**config.mk**
```make
export PLATFORM = sky130hd
export DESIGN_NAME = fsk_tag_emulator
export DESIGN_NICKNAME = d
export VERILOG_FILES = /design/src/rtl/fsk_tag_pkg.sv /design/src/rtl/fsk_cycle_shape.sv /design/src/rtl/fsk_frame_seq.sv /design/src/rtl/fsk_tag_emulator.sv
export SDC_FILE = /design/constraint.sdc
export NUM_CORES = 1
export LEC_CHECK = 0
export ABC_AREA = 1
export BUFFER_PORTS_ARGS = -buffer_cell sky130_fd_sc_hd__buf_2
export CORE_MARGIN = 5
export CORE_UTILIZATION = 45
export DETAILED_ROUTE_END_ITERATION = 10
export PLACE_DENSITY = 0.81
export SLEW_MARGIN = 25
export SYNTH_ARGS = -nofsm -noshare
export SYNTH_HDL_FRONTEND = slang
export SYNTH_SLANG_ARGS = --single-unit
```
**constraint.sdc**
```tcl
create_clock -name clk -period 2.48 [get_ports clk]
set_input_delay 0.248 -clock clk [delete_from_list [all_inputs] [get_ports clk]]
set_output_delay 0.248 -clock clk [all_outputs]
set_load 0.1 [all_outputs]
```
**src/rtl/fsk_tag_pkg.sv**
```systemverilog
package fsk_tag_pkg;

    // Position of the generator within one frame
    typedef enum logic [1:0] {
        STG_LEAD = 2'd0,  // lone short cycle opening the frame
        STG_MARK = 2'd1,  // start marker half-bits
        STG_GAP  = 2'd2,  // lone short cycle ahead of a nibble
        STG_DATA = 2'd3   // identifier half-bits
    } fsk_stage_e;

endpackage

```
**src/rtl/fsk_cycle_shape.sv**
```systemverilog
module fsk_cycle_shape #(
    parameter int SHORT_LEN  = 8,
    parameter int LONG_LEN   = 10,
    parameter int SHORT_HIGH = 2,
    parameter int LONG_HIGH  = 3,
    parameter int SAMP_W     = $clog2(LONG_LEN)
) (
    input  logic              is_long,
    input  logic [SAMP_W-1:0] samp,
    output logic              level,
    output logic              last
);
    localparam logic [SAMP_W-1:0] S_HI  = SAMP_W'(SHORT_HIGH);
    localparam logic [SAMP_W-1:0] L_HI  = SAMP_W'(LONG_HIGH);
    localparam logic [SAMP_W-1:0] S_END = SAMP_W'(SHORT_LEN - 1);
    localparam logic [SAMP_W-1:0] L_END = SAMP_W'(LONG_LEN - 1);

    always_comb begin
        level = samp < (is_long ? L_HI : S_HI);
        last  = samp == (is_long ? L_END : S_END);
    end
endmodule

```
**src/rtl/fsk_frame_seq.sv**
```systemverilog
module fsk_frame_seq
    import fsk_tag_pkg::*;
#(
    parameter int ID_W      = 44,
    parameter int LO_W      = 32,
    parameter int NIBBLE    = 4,
    parameter int SHORT_CYC = 6,
    parameter int LONG_CYC  = 5,
    parameter int MARK_LEN  = 8,
    parameter logic [MARK_LEN-1:0] MARK_PAT = 8'b1011_1000,
    parameter int SAMP_W    = 4
) (
    input  logic              clk,
    input  logic              rst_n,
    input  logic              restart,
    input  logic              advance,
    input  logic [ID_W-1:0]   id,
    input  logic              last,
    output logic              is_long,
    output logic [SAMP_W-1:0] samp
);
    localparam int BIT_W  = $clog2(ID_W);
    localparam int MIDX_W = $clog2(MARK_LEN);
    localparam int CYC_W  = $clog2((SHORT_CYC > LONG_CYC ? SHORT_CYC : LONG_CYC) + 1);
    localparam logic [BIT_W-1:0]  TOP_BIT  = BIT_W'(ID_W - 1);
    localparam logic [MIDX_W-1:0] MARK_END = MIDX_W'(MARK_LEN - 1);
    localparam logic [CYC_W-1:0]  S_CEND   = CYC_W'(SHORT_CYC - 1);
    localparam logic [CYC_W-1:0]  L_CEND   = CYC_W'(LONG_CYC - 1);

    typedef struct packed {
        fsk_stage_e          stage;
        logic [MIDX_W-1:0]   mark_idx;
        logic [BIT_W-1:0]    bit_idx;
        logic                half;
        logic [CYC_W-1:0]    cyc;
        logic [SAMP_W-1:0]   samp;
    } seq_t;

    localparam seq_t START = '{stage: STG_LEAD, mark_idx: '0, bit_idx: TOP_BIT,
                               half: 1'b0, cyc: '0, samp: '0};

    seq_t seq_d, seq_q;
    logic cyc_last;

    // A separator precedes bit k when its index inside its own part is 3 mod nibble
    function automatic logic gap_before(input logic [BIT_W-1:0] k);
        logic [BIT_W-1:0] p;
        p = (k >= BIT_W'(LO_W)) ? k - BIT_W'(LO_W) : k;
        return (p % BIT_W'(NIBBLE)) == BIT_W'(NIBBLE - 1);
    endfunction

    always_comb begin
        unique case (seq_q.stage)
            STG_MARK: is_long = MARK_PAT[seq_q.mark_idx];
            STG_DATA: is_long = id[seq_q.bit_idx] ^ seq_q.half;
            default:  is_long = 1'b0;
        endcase
        cyc_last = seq_q.cyc == (is_long ? L_CEND : S_CEND);
        samp     = seq_q.samp;
    end

    always_comb begin
        seq_d = seq_q;
        if (restart) begin
            seq_d = START;
        end else if (advance) begin
            if (!last) begin
                seq_d.samp = seq_q.samp + 1'b1;
            end else begin
                seq_d.samp = '0;
                seq_d.cyc  = cyc_last ? '0 : seq_q.cyc + 1'b1;
                unique case (seq_q.stage)
                    STG_LEAD: begin
                        seq_d.stage    = STG_MARK;
                        seq_d.mark_idx = '0;
                        seq_d.cyc      = '0;
                    end
                    STG_GAP: begin
                        seq_d.stage = STG_DATA;
                        seq_d.half  = 1'b0;
                        seq_d.cyc   = '0;
                    end
                    STG_MARK: begin
                        if (cyc_last) begin
                            if (seq_q.mark_idx == MARK_END) begin
                                seq_d.bit_idx = TOP_BIT;
                                seq_d.half    = 1'b0;
                                seq_d.stage   = gap_before(TOP_BIT) ? STG_GAP : STG_DATA;
                            end else begin
                                seq_d.mark_idx = seq_q.mark_idx + 1'b1;
                            end
                        end
                    end
                    default: begin
                        if (cyc_last) begin
                            if (!seq_q.half) begin
                                seq_d.half = 1'b1;
                            end else if (seq_q.bit_idx == '0) begin
                                seq_d = START;
                            end else begin
                                seq_d.half    = 1'b0;
                                seq_d.bit_idx = seq_q.bit_idx - 1'b1;
                                seq_d.stage   = gap_before(seq_q.bit_idx - 1'b1) ? STG_GAP : STG_DATA;
                            end
                        end
                    end
                endcase
            end
        end
    end

    always_ff @(posedge clk or negedge rst_n) begin
        if (!rst_n) seq_q <= START;
        else        seq_q <= seq_d;
    end
endmodule

```
**src/rtl/fsk_tag_emulator.sv**
```systemverilog
module fsk_tag_emulator #(
    parameter int HI_IN_W    = 32,
    parameter int HI_W       = 12,
    parameter int LO_W       = 32,
    parameter int NIBBLE     = 4,
    parameter int SHORT_LEN  = 8,
    parameter int LONG_LEN   = 10,
    parameter int SHORT_HIGH = 2,
    parameter int LONG_HIGH  = 3,
    parameter int SHORT_CYC  = 6,
    parameter int LONG_CYC   = 5
) (
    input  logic               clk,
    input  logic               rst_n,
    input  logic               load,
    input  logic               stop,
    input  logic [HI_IN_W-1:0] id_hi,
    input  logic [LO_W-1:0]    id_lo,
    output logic               tx,
    output logic               err
);
    localparam int ID_W   = HI_W + LO_W;
    localparam int SAMP_W = $clog2((SHORT_LEN > LONG_LEN ? SHORT_LEN : LONG_LEN));

    typedef struct packed {
        logic            running;
        logic            err;
        logic [ID_W-1:0] id;
    } ctl_t;

    ctl_t ctl_d, ctl_q;
    logic              accept, out_of_range, restart;
    logic              running;
    logic [ID_W-1:0]   id_q;
    logic              seq_is_long, seq_level, seq_last;
    logic [SAMP_W-1:0] seq_samp;

    always_comb begin
        out_of_range = |id_hi[HI_IN_W-1:HI_W];
        accept       = load && !ctl_q.running && !stop;
        restart      = accept && !out_of_range;
        ctl_d        = ctl_q;
        if (stop) begin
            ctl_d.running = 1'b0;
        end else if (accept) begin
            if (out_of_range) begin
                ctl_d.err = 1'b1;
            end else begin
                ctl_d.err     = 1'b0;
                ctl_d.running = 1'b1;
                ctl_d.id      = {id_hi[HI_W-1:0], id_lo};
            end
        end
    end

    always_ff @(posedge clk or negedge rst_n) begin
        if (!rst_n) ctl_q <= '0;
        else        ctl_q <= ctl_d;
    end

    assign running = ctl_q.running;
    assign id_q    = ctl_q.id;

    fsk_frame_seq #(
        .ID_W(ID_W), .LO_W(LO_W), .NIBBLE(NIBBLE),
        .SHORT_CYC(SHORT_CYC), .LONG_CYC(LONG_CYC), .SAMP_W(SAMP_W)
    ) u_seq (
        .clk(clk), .rst_n(rst_n), .restart(restart), .advance(ctl_q.running),
        .id(ctl_q.id), .last(seq_last), .is_long(seq_is_long), .samp(seq_samp)
    );

    fsk_cycle_shape #(
        .SHORT_LEN(SHORT_LEN), .LONG_LEN(LONG_LEN),
        .SHORT_HIGH(SHORT_HIGH), .LONG_HIGH(LONG_HIGH), .SAMP_W(SAMP_W)
    ) u_shape (
        .is_long(seq_is_long), .samp(seq_samp), .level(seq_level), .last(seq_last)
    );

    assign tx  = ctl_q.running ? seq_level : 1'b1;
    assign err = ctl_q.err;
endmodule

```
==> results of run 1 <==
[kinds of logic after synthesis]
group / count (synthesis) / synth area share (%)
DFF: 65 / 44.0
adders and majority gates: 11 / 3.71
and+or+nand+nor: 309 / 33.9
buffers and inverters: 81 / 8.71
AOI/OAI and AO/OA: 61 / 8.68
xor gates and xnor gates: 4 / 0.945
[what timing repair did]
| item | in CTS | in global routing |
|---|---|---|
| resized for setup | 21 | 60 |
| cloned | 0 | 3 |
| endpoints found under the setup margin | 15 | 19 |
| hold endpoints to repair | 26 | 0 |
| setup buffers | 9 | 4 |
| hold buffers | 1 | 0 |
| pin swaps | 11 | 50 |
[cells in the mapped netlist (3+ instances only)]
cell type,n,area [um2]
and2_1,3,18.8
buf_2,6,30.0
clkbuf_1,9,33.8
inv_1,61,229
nand3_1,39,195
nand2_1,204,766
o21ai_1,8,40.0
nor4_1,5,31.3
nor2_1,49,184
xor2_1,3,26.3
a21oi_1,10,50.1
ha_1,11,138
dfstp_2,4,105
o21ai_0,36,180
dfrtp_1,61,1530
[path summary, 6_finish.rpt]
path,slack [ns],depth (start not counted),end
min,0.06,2,running
max,-0.61,15,tx
max reg2reg,-0.60,21,u_seq.seq_q[7]
max in group asynchronous,1.34,3,u_seq.seq_q[13]
min reg2reg,0.50,2,id_q[35]
min in group asynchronous,0.45,2,id_q[33]
[sequential cells by signal (all words and copies together), names as in the netlist]
signal,cells
err,1
u_seq.seq_q,15
running,1
id_q,44
u_seq.samp,4
[through the flow]
step,hold WS [ns],cell area (um2),util [%],std cells
CTS,0.0531,4740,58.2,730
global placement,0.286,4330,53.2,704
finish,0.0604,5040,62.0,734
detailed placement,0.289,4330,53.2,704
global route,0.0631,5040,62.0,734
floorplan,-0.0476,3720,-,531
[critical path: cells and delay by family, from the launching register on]
kind | cells | cell delay (ns)
and+or+nand+nor | 7 | 0.75
DFF | 1 | 0.59
AOI/OAI and AO/OA | 4 | 0.59
buffers and inverters | 4 | 0.55
[power breakdown]
group          total (mW)  switching, mW  internal [mW]
Combinational       0.107         0.0540         0.0527
Sequential           1.07        0.00801           1.07
Clock                1.10          0.424          0.673
Total                2.28          0.486           1.79
[layer usage]
metal / up-vias / GRT usage [%] / part of all wire (%)
met4: 0 / 5.60 / 3.0
met2: 170 / 33.7 / 51
met5: - / 0 / 0
li1: 1851 / - / -
met1: 1826 / 24.0 / 39
met3: 43 / 3.46 / 6.4
[cell type report]
cell class                      count  area (um2)
Fill cell                         631        3090
Multi-Input combinational cell    385        2030
Sequential cell                    65        1630
Timing Repair Buffer              100         764
Inverter                           63         241
Tap cell                          105         131
Clock buffer                       10         128
Clock inverter                      6         115
==> results.ini, run 1 <==
[grt]
grt_max_degree = 61
grt_antenna_before_repair = 0
grt_first_pass_wirelength_mm = 15.8
grt_overflow = 0
grt_pass1_vias = 3577
grt_usage_pct = 19.2

[timing]
fin_setup_tns_ns = -10.02
rsz0062_at_grt = true
max-slew-margin-rel_pct = 45.7
final.min_clock_period_ns = 3.09
timing.fmax_ghz = 0.323
hold_viol = 0
drv_slew = 0
fin_skew_ns = 0.00981
setup_ws_ns = -0.614
setup_viol = 19
worst_pin_slew_ns = 0.806
period_share_pct = 125

[clock_tree]
root_buffer = clkbuf_8
clk-insertion-delay-late_ns = 0.35
path_clk_slew_ns = 0.07
ctsLongestPathBuffers = 2
cts_buffers = 9
cts_tree = built
cts_max_level = 3
cts.sinks = 65

[synth]
synth_seq_area_share_pct = 44.0
synth_edf_count = 0
synthArstFlopShare_pct = 100
syn_area_um2 = 3710
ys_warn_count = 0
ys.flop_type = dfrtp_1
synth_nets = 610
ys_seq_elements = 65
syn_avg_cell_area_um2 = 6.98
synth_cells = 531
ys_types = 34

[critical_path]
slowest_stage = dfstp_2
end_kind = output port
r2r_start = u_seq.seq_q[8]
critPathMaxStageDelay_ns = 0.59
path_class = flip-flop to output port
crit_chain = buf_12, inv_6, nor2_1, o21ai_2, nand2_1, nand2_1, o21ai_2, nand3_2, nand2_2, nand3_2, nand2_2, buf_6, a21oi_4, o31ai_4, buf_12
crit_path_start = u_seq.seq_q[8]
critPathMaxFanout = 15
required_ns = 2.23
start_kind = flip-flop
crit_arrival_ns = 2.85

[finish]
final_layout_size_suffix_gt1_share_pct = 27.8
num_antenna_cells = 0
fin_nets = 703
syn_to_final_growth_pct = 36.1
layout_commonest_cell = nand2_1
most-common-layout-cells = nand2_1, buf_2, inv_1, dfrtp_1, nor2_1

[route]
drt_iter0_drc = 401
dr.pass1.iters = 5
drtAntennaViolNets = 0
viasPerCell = 5.30
wl_mm = 10.5
avgRoutedWirePerCell_um = 14.4
drc = 0
vias = 3890

[die]
die-area_um2 = 10200
row_count = 33
fp.coreArea_um2 = 8130
die_w_um = 101
ios = 70
die_h_um = 101
initial_core_util_pct = 45.6

[run_status]
status = finished with violations
violations = negative setup slack

[worst_hold_path]
holdCritStartpoint = stop
hp-class = input pin to flip-flop

[pwr]
total_power_mw = 2.28
p_leak_nw = 2.67
ir_drop_v = 0.000354
p_per_area_nw_per_um2 = 452

[place]
pre_cts_ws_ns = -0.0813
place.gp.congestion = 0.944
port_buffers = 69
place_hpwl_mm = 6.78

[flow_run]
cap_violations = 0

No activity file was read; power rests on OpenSTA's default activity.
==> inputs of run 2 (changes only) <==
--- a/config.mk
+++ b/config.mk
@@ -7,7 +7,7 @@
 export LEC_CHECK = 0
 export ABC_AREA = 1
 export BUFFER_PORTS_ARGS = -buffer_cell sky130_fd_sc_hd__buf_2
-export CORE_MARGIN = 5
+export CORE_MARGIN = 2
 export CORE_UTILIZATION = 45
 export DETAILED_ROUTE_END_ITERATION = 10
 export PLACE_DENSITY = 0.81
==> run 2 against run 1 <==
Compared with the run above:
- critical path type unchanged
- via count decreased by 4.0%
- clock power decreased by 7%
- wire length decreased by 4.3%
- the flow still finishes with violations (negative setup slack)
- die area decreased by 12%
==> results.ini, run 2 (synthesized netlist as in run 1, its figures left out) <==
[place]
place.gp.congestion = 0.831  ; was 0.944
dp.cells = 704  ; unchanged
place_hpwl_mm = 6.32  ; was 6.78 mm
pre_cts_ws_ns = -0.115  ; was -0.0813 ns
port_buffers = 69  ; unchanged

[timing]
max-slew-margin-rel_pct = 54.3  ; was 45.7%
timing.fmax_ghz = 0.348  ; was 0.323 GHz
setup_ws_ns = -0.390  ; was -0.614 ns
hold_viol = 0  ; unchanged
rsz0062_at_grt = true  ; unchanged
setup_viol = 17  ; was 19
fin_skew_ns = 0.0120  ; was 0.00981 ns
period_share_pct = 116  ; was 125%
worst_pin_slew_ns = 0.686  ; was 0.806 ns
holdWs_ns = 0.0727  ; was 0.0604 ns
drv_slew = 0  ; unchanged
final.min_clock_period_ns = 2.87  ; was 3.09 ns

[finish]
fin_cells = 728  ; was 734
num_antenna_cells = 0  ; unchanged
layout_commonest_cell = nand2_1  ; unchanged
most-common-layout-cells = nand2_1, buf_2, dfrtp_1  ; was nand2_1, buf_2, inv_1, dfrtp_1, nor2_1
final_layout_size_suffix_gt1_share_pct = 31.6  ; was 27.8%
largest_reg_flops = 44  ; unchanged
fin_nets = 697  ; was 703
syn_to_final_growth_pct = 36.0  ; was 36.1%

[die]
ios = 70  ; unchanged
initial_core_util_pct = 45.8  ; was 45.6%
die-area_um2 = 8980  ; was 10200 um2
row_count = 33  ; unchanged
die_h_um = 94.8  ; was 101 um
die_w_um = 94.8  ; was 101 um
fp.coreArea_um2 = 8090  ; was 8130 um2

[critical_path]
required_ns = 2.23  ; about the same
r2r_setup_slack_ns = -0.34  ; was -0.60 ns
crit_chain = buf_6, nand2_2, nand3_2, nand2_1, nand2_1, nand2_1, o21ai_2, nand3_2, nand2_2, nand3_2, nand2_2, a21oi_2, o31ai_4, buf_12  ; was buf_12, inv_6, nor2_1, o21ai_2, nand2_1, nand2_1, o21ai_2, nand3_2, nand2_2, nand3_2, nand2_2, buf_6, a21oi_4, o31ai_4, buf_12
start_kind = flip-flop  ; unchanged
critPathMaxStageDelay_ns = 0.68  ; was 0.59 ns
slowest_stage = dfstp_2  ; unchanged
r2r_cells = 20  ; was 21
critPathMaxFanout = 7  ; was 15
path_class = flip-flop to output port  ; unchanged
crit_family = simple AND/OR/NAND/NOR gates  ; unchanged
crit_arrival_ns = 2.62  ; was 2.85 ns
crit_buf_inv = 2  ; was 4
cp.depth = 14  ; was 15
end_kind = output port  ; unchanged

[pwr]
p_leak_nw = 2.61  ; was 2.67 nW
p_per_area_nw_per_um2 = 437  ; was 452 nW/um2
ir_drop_v = 0.000335  ; was 0.000354 V

[route]
drtAntennaViolNets = 0  ; unchanged
drt_iter0_drc = 293  ; was 401
drc = 0  ; unchanged
dr.pass1.iters = 5  ; unchanged
avgRoutedWirePerCell_um = 13.9  ; was 14.4 um
wl_mm = 10.1  ; was 10.5 mm
viasPerCell = 5.13  ; was 5.30
vias = 3735  ; was 3890

[clock_tree]
cts.sinks = 65  ; unchanged
clk-insertion-delay-late_ns = 0.35  ; about the same
cts_tree = built  ; unchanged
cts_buffers = 9  ; unchanged
path_clk_slew_ns = 0.07  ; about the same
ctsLongestPathBuffers = 2  ; unchanged
root_buffer = clkbuf_8  ; unchanged
cts_max_level = 3  ; unchanged

[grt]
grt_max_degree = 69  ; was 61
grt_first_pass_wirelength_mm = 15.4  ; was 15.8 mm
grt_usage_pct = 21.8  ; was 19.2%
grt_pass1_vias = 3571  ; was 3577
grt_antenna_before_repair = 0  ; unchanged
grt_overflow = 0  ; unchanged

[worst_hold_path]
holdPathStages = 2  ; unchanged
hp-class = input pin to flip-flop  ; unchanged

[run_status]
violations = negative setup slack  ; unchanged
status = finished with violations  ; unchanged

[flow_run]
cap_violations = 0  ; unchanged

## run 2: cell count changes in the layout (fill, tap and decap cells not counted), sizes merged
| cell | before | now |
|---|---|---|
| buf | 97 | 91 |
| clkinvlp | 1 | 4 |
| bufinv | 3 | 2 |
| clkbuf | 12 | 11 |
| inv | 63 | 62 |
## run 2: cell type report
type | count | area (um2)
Clock buffer | 10 | 138
Clock inverter | 6 | 88.8
Fill cell | 682 | 3050
Inverter | 63 | 245
Multi-Input combinational cell | 385 | 2150
Sequential cell | 65 | 1630
Tap cell | 105 | 131
Timing Repair Buffer | 93 | 643
Timing Repair inverter | 1 | 7.51
## run 2: path summary, 6_finish.rpt
| check | to | startpoint |
|---|---|---|
| max in group asynchronous | u_seq.seq_q[11] | rst_n |
| setup / recovery | tx | u_seq.seq_q[8] |
| hold / removal | running | stop |
| setup reg to reg | u_seq.seq_q[10] | u_seq.seq_q[8] |
| hold reg to reg | id_q[42] | id_q[42] |
| min in group asynchronous | id_q[2] | rst_n |
## run 2: where the power goes
group / switching, mW / total, mW / internal (mW)
Clock: 0.427 / 1.02 / 0.595
Combinational: 0.0536 / 0.108 / 0.0540
Sequential: 0.00797 / 1.07 / 1.07
## run 2: timing repair
item | in CTS | in global routing
pin swaps | 25 | 38
setup buffers | 3 | 1
gates cloned | 2 | 2
endpoints found under the setup margin | 15 | 19
hold endpoints to repair | 29 | 0
resized for setup | 36 | 79
hold buffers | 1 | 0
## run 2: worst reg2reg max path, cell delays in order (launching register included)
cell and delay [ns]:
dfstp_2 0.68, buf_6 0.18, nand2_2 0.06, nand3_2 0.07, nand2_1 0.06, nand2_1 0.05, nand2_1 0.07, o21ai_2 0.22
nand3_2 0.11, nand2_2 0.07, nand3_2 0.10, nand2_2 0.11, buf_6 0.13, nand2_2 0.05, nand2_2 0.07, nand3_4 0.08
o21ai_4 0.25, buf_12 0.19, nand2_8 0.07, nand2_1 0.06, nand2_1 0.05
## run 2: metal layers
metal	track usage [%]	routed length, um
met5	0	0
met2	38.1	5110
met1	26.0	4270
met3	3.75	437
met4	10.3	272
## run 2: stage by stage
step	util (%)	setup TNS [ns]	total power, mW	area, um2
2_1_floorplan	-	-0.158	1.11	3720
3_3_place_gp	53.0	-0.0531	1.19	4290
3_5_place_dp	53.0	-0.920	1.19	4290
4_1_cts	58.2	-2.03	2.20	4710
5_1_grt	62.3	-7.05	2.28	5040
6_report	62.3	-5.16	2.20	5040
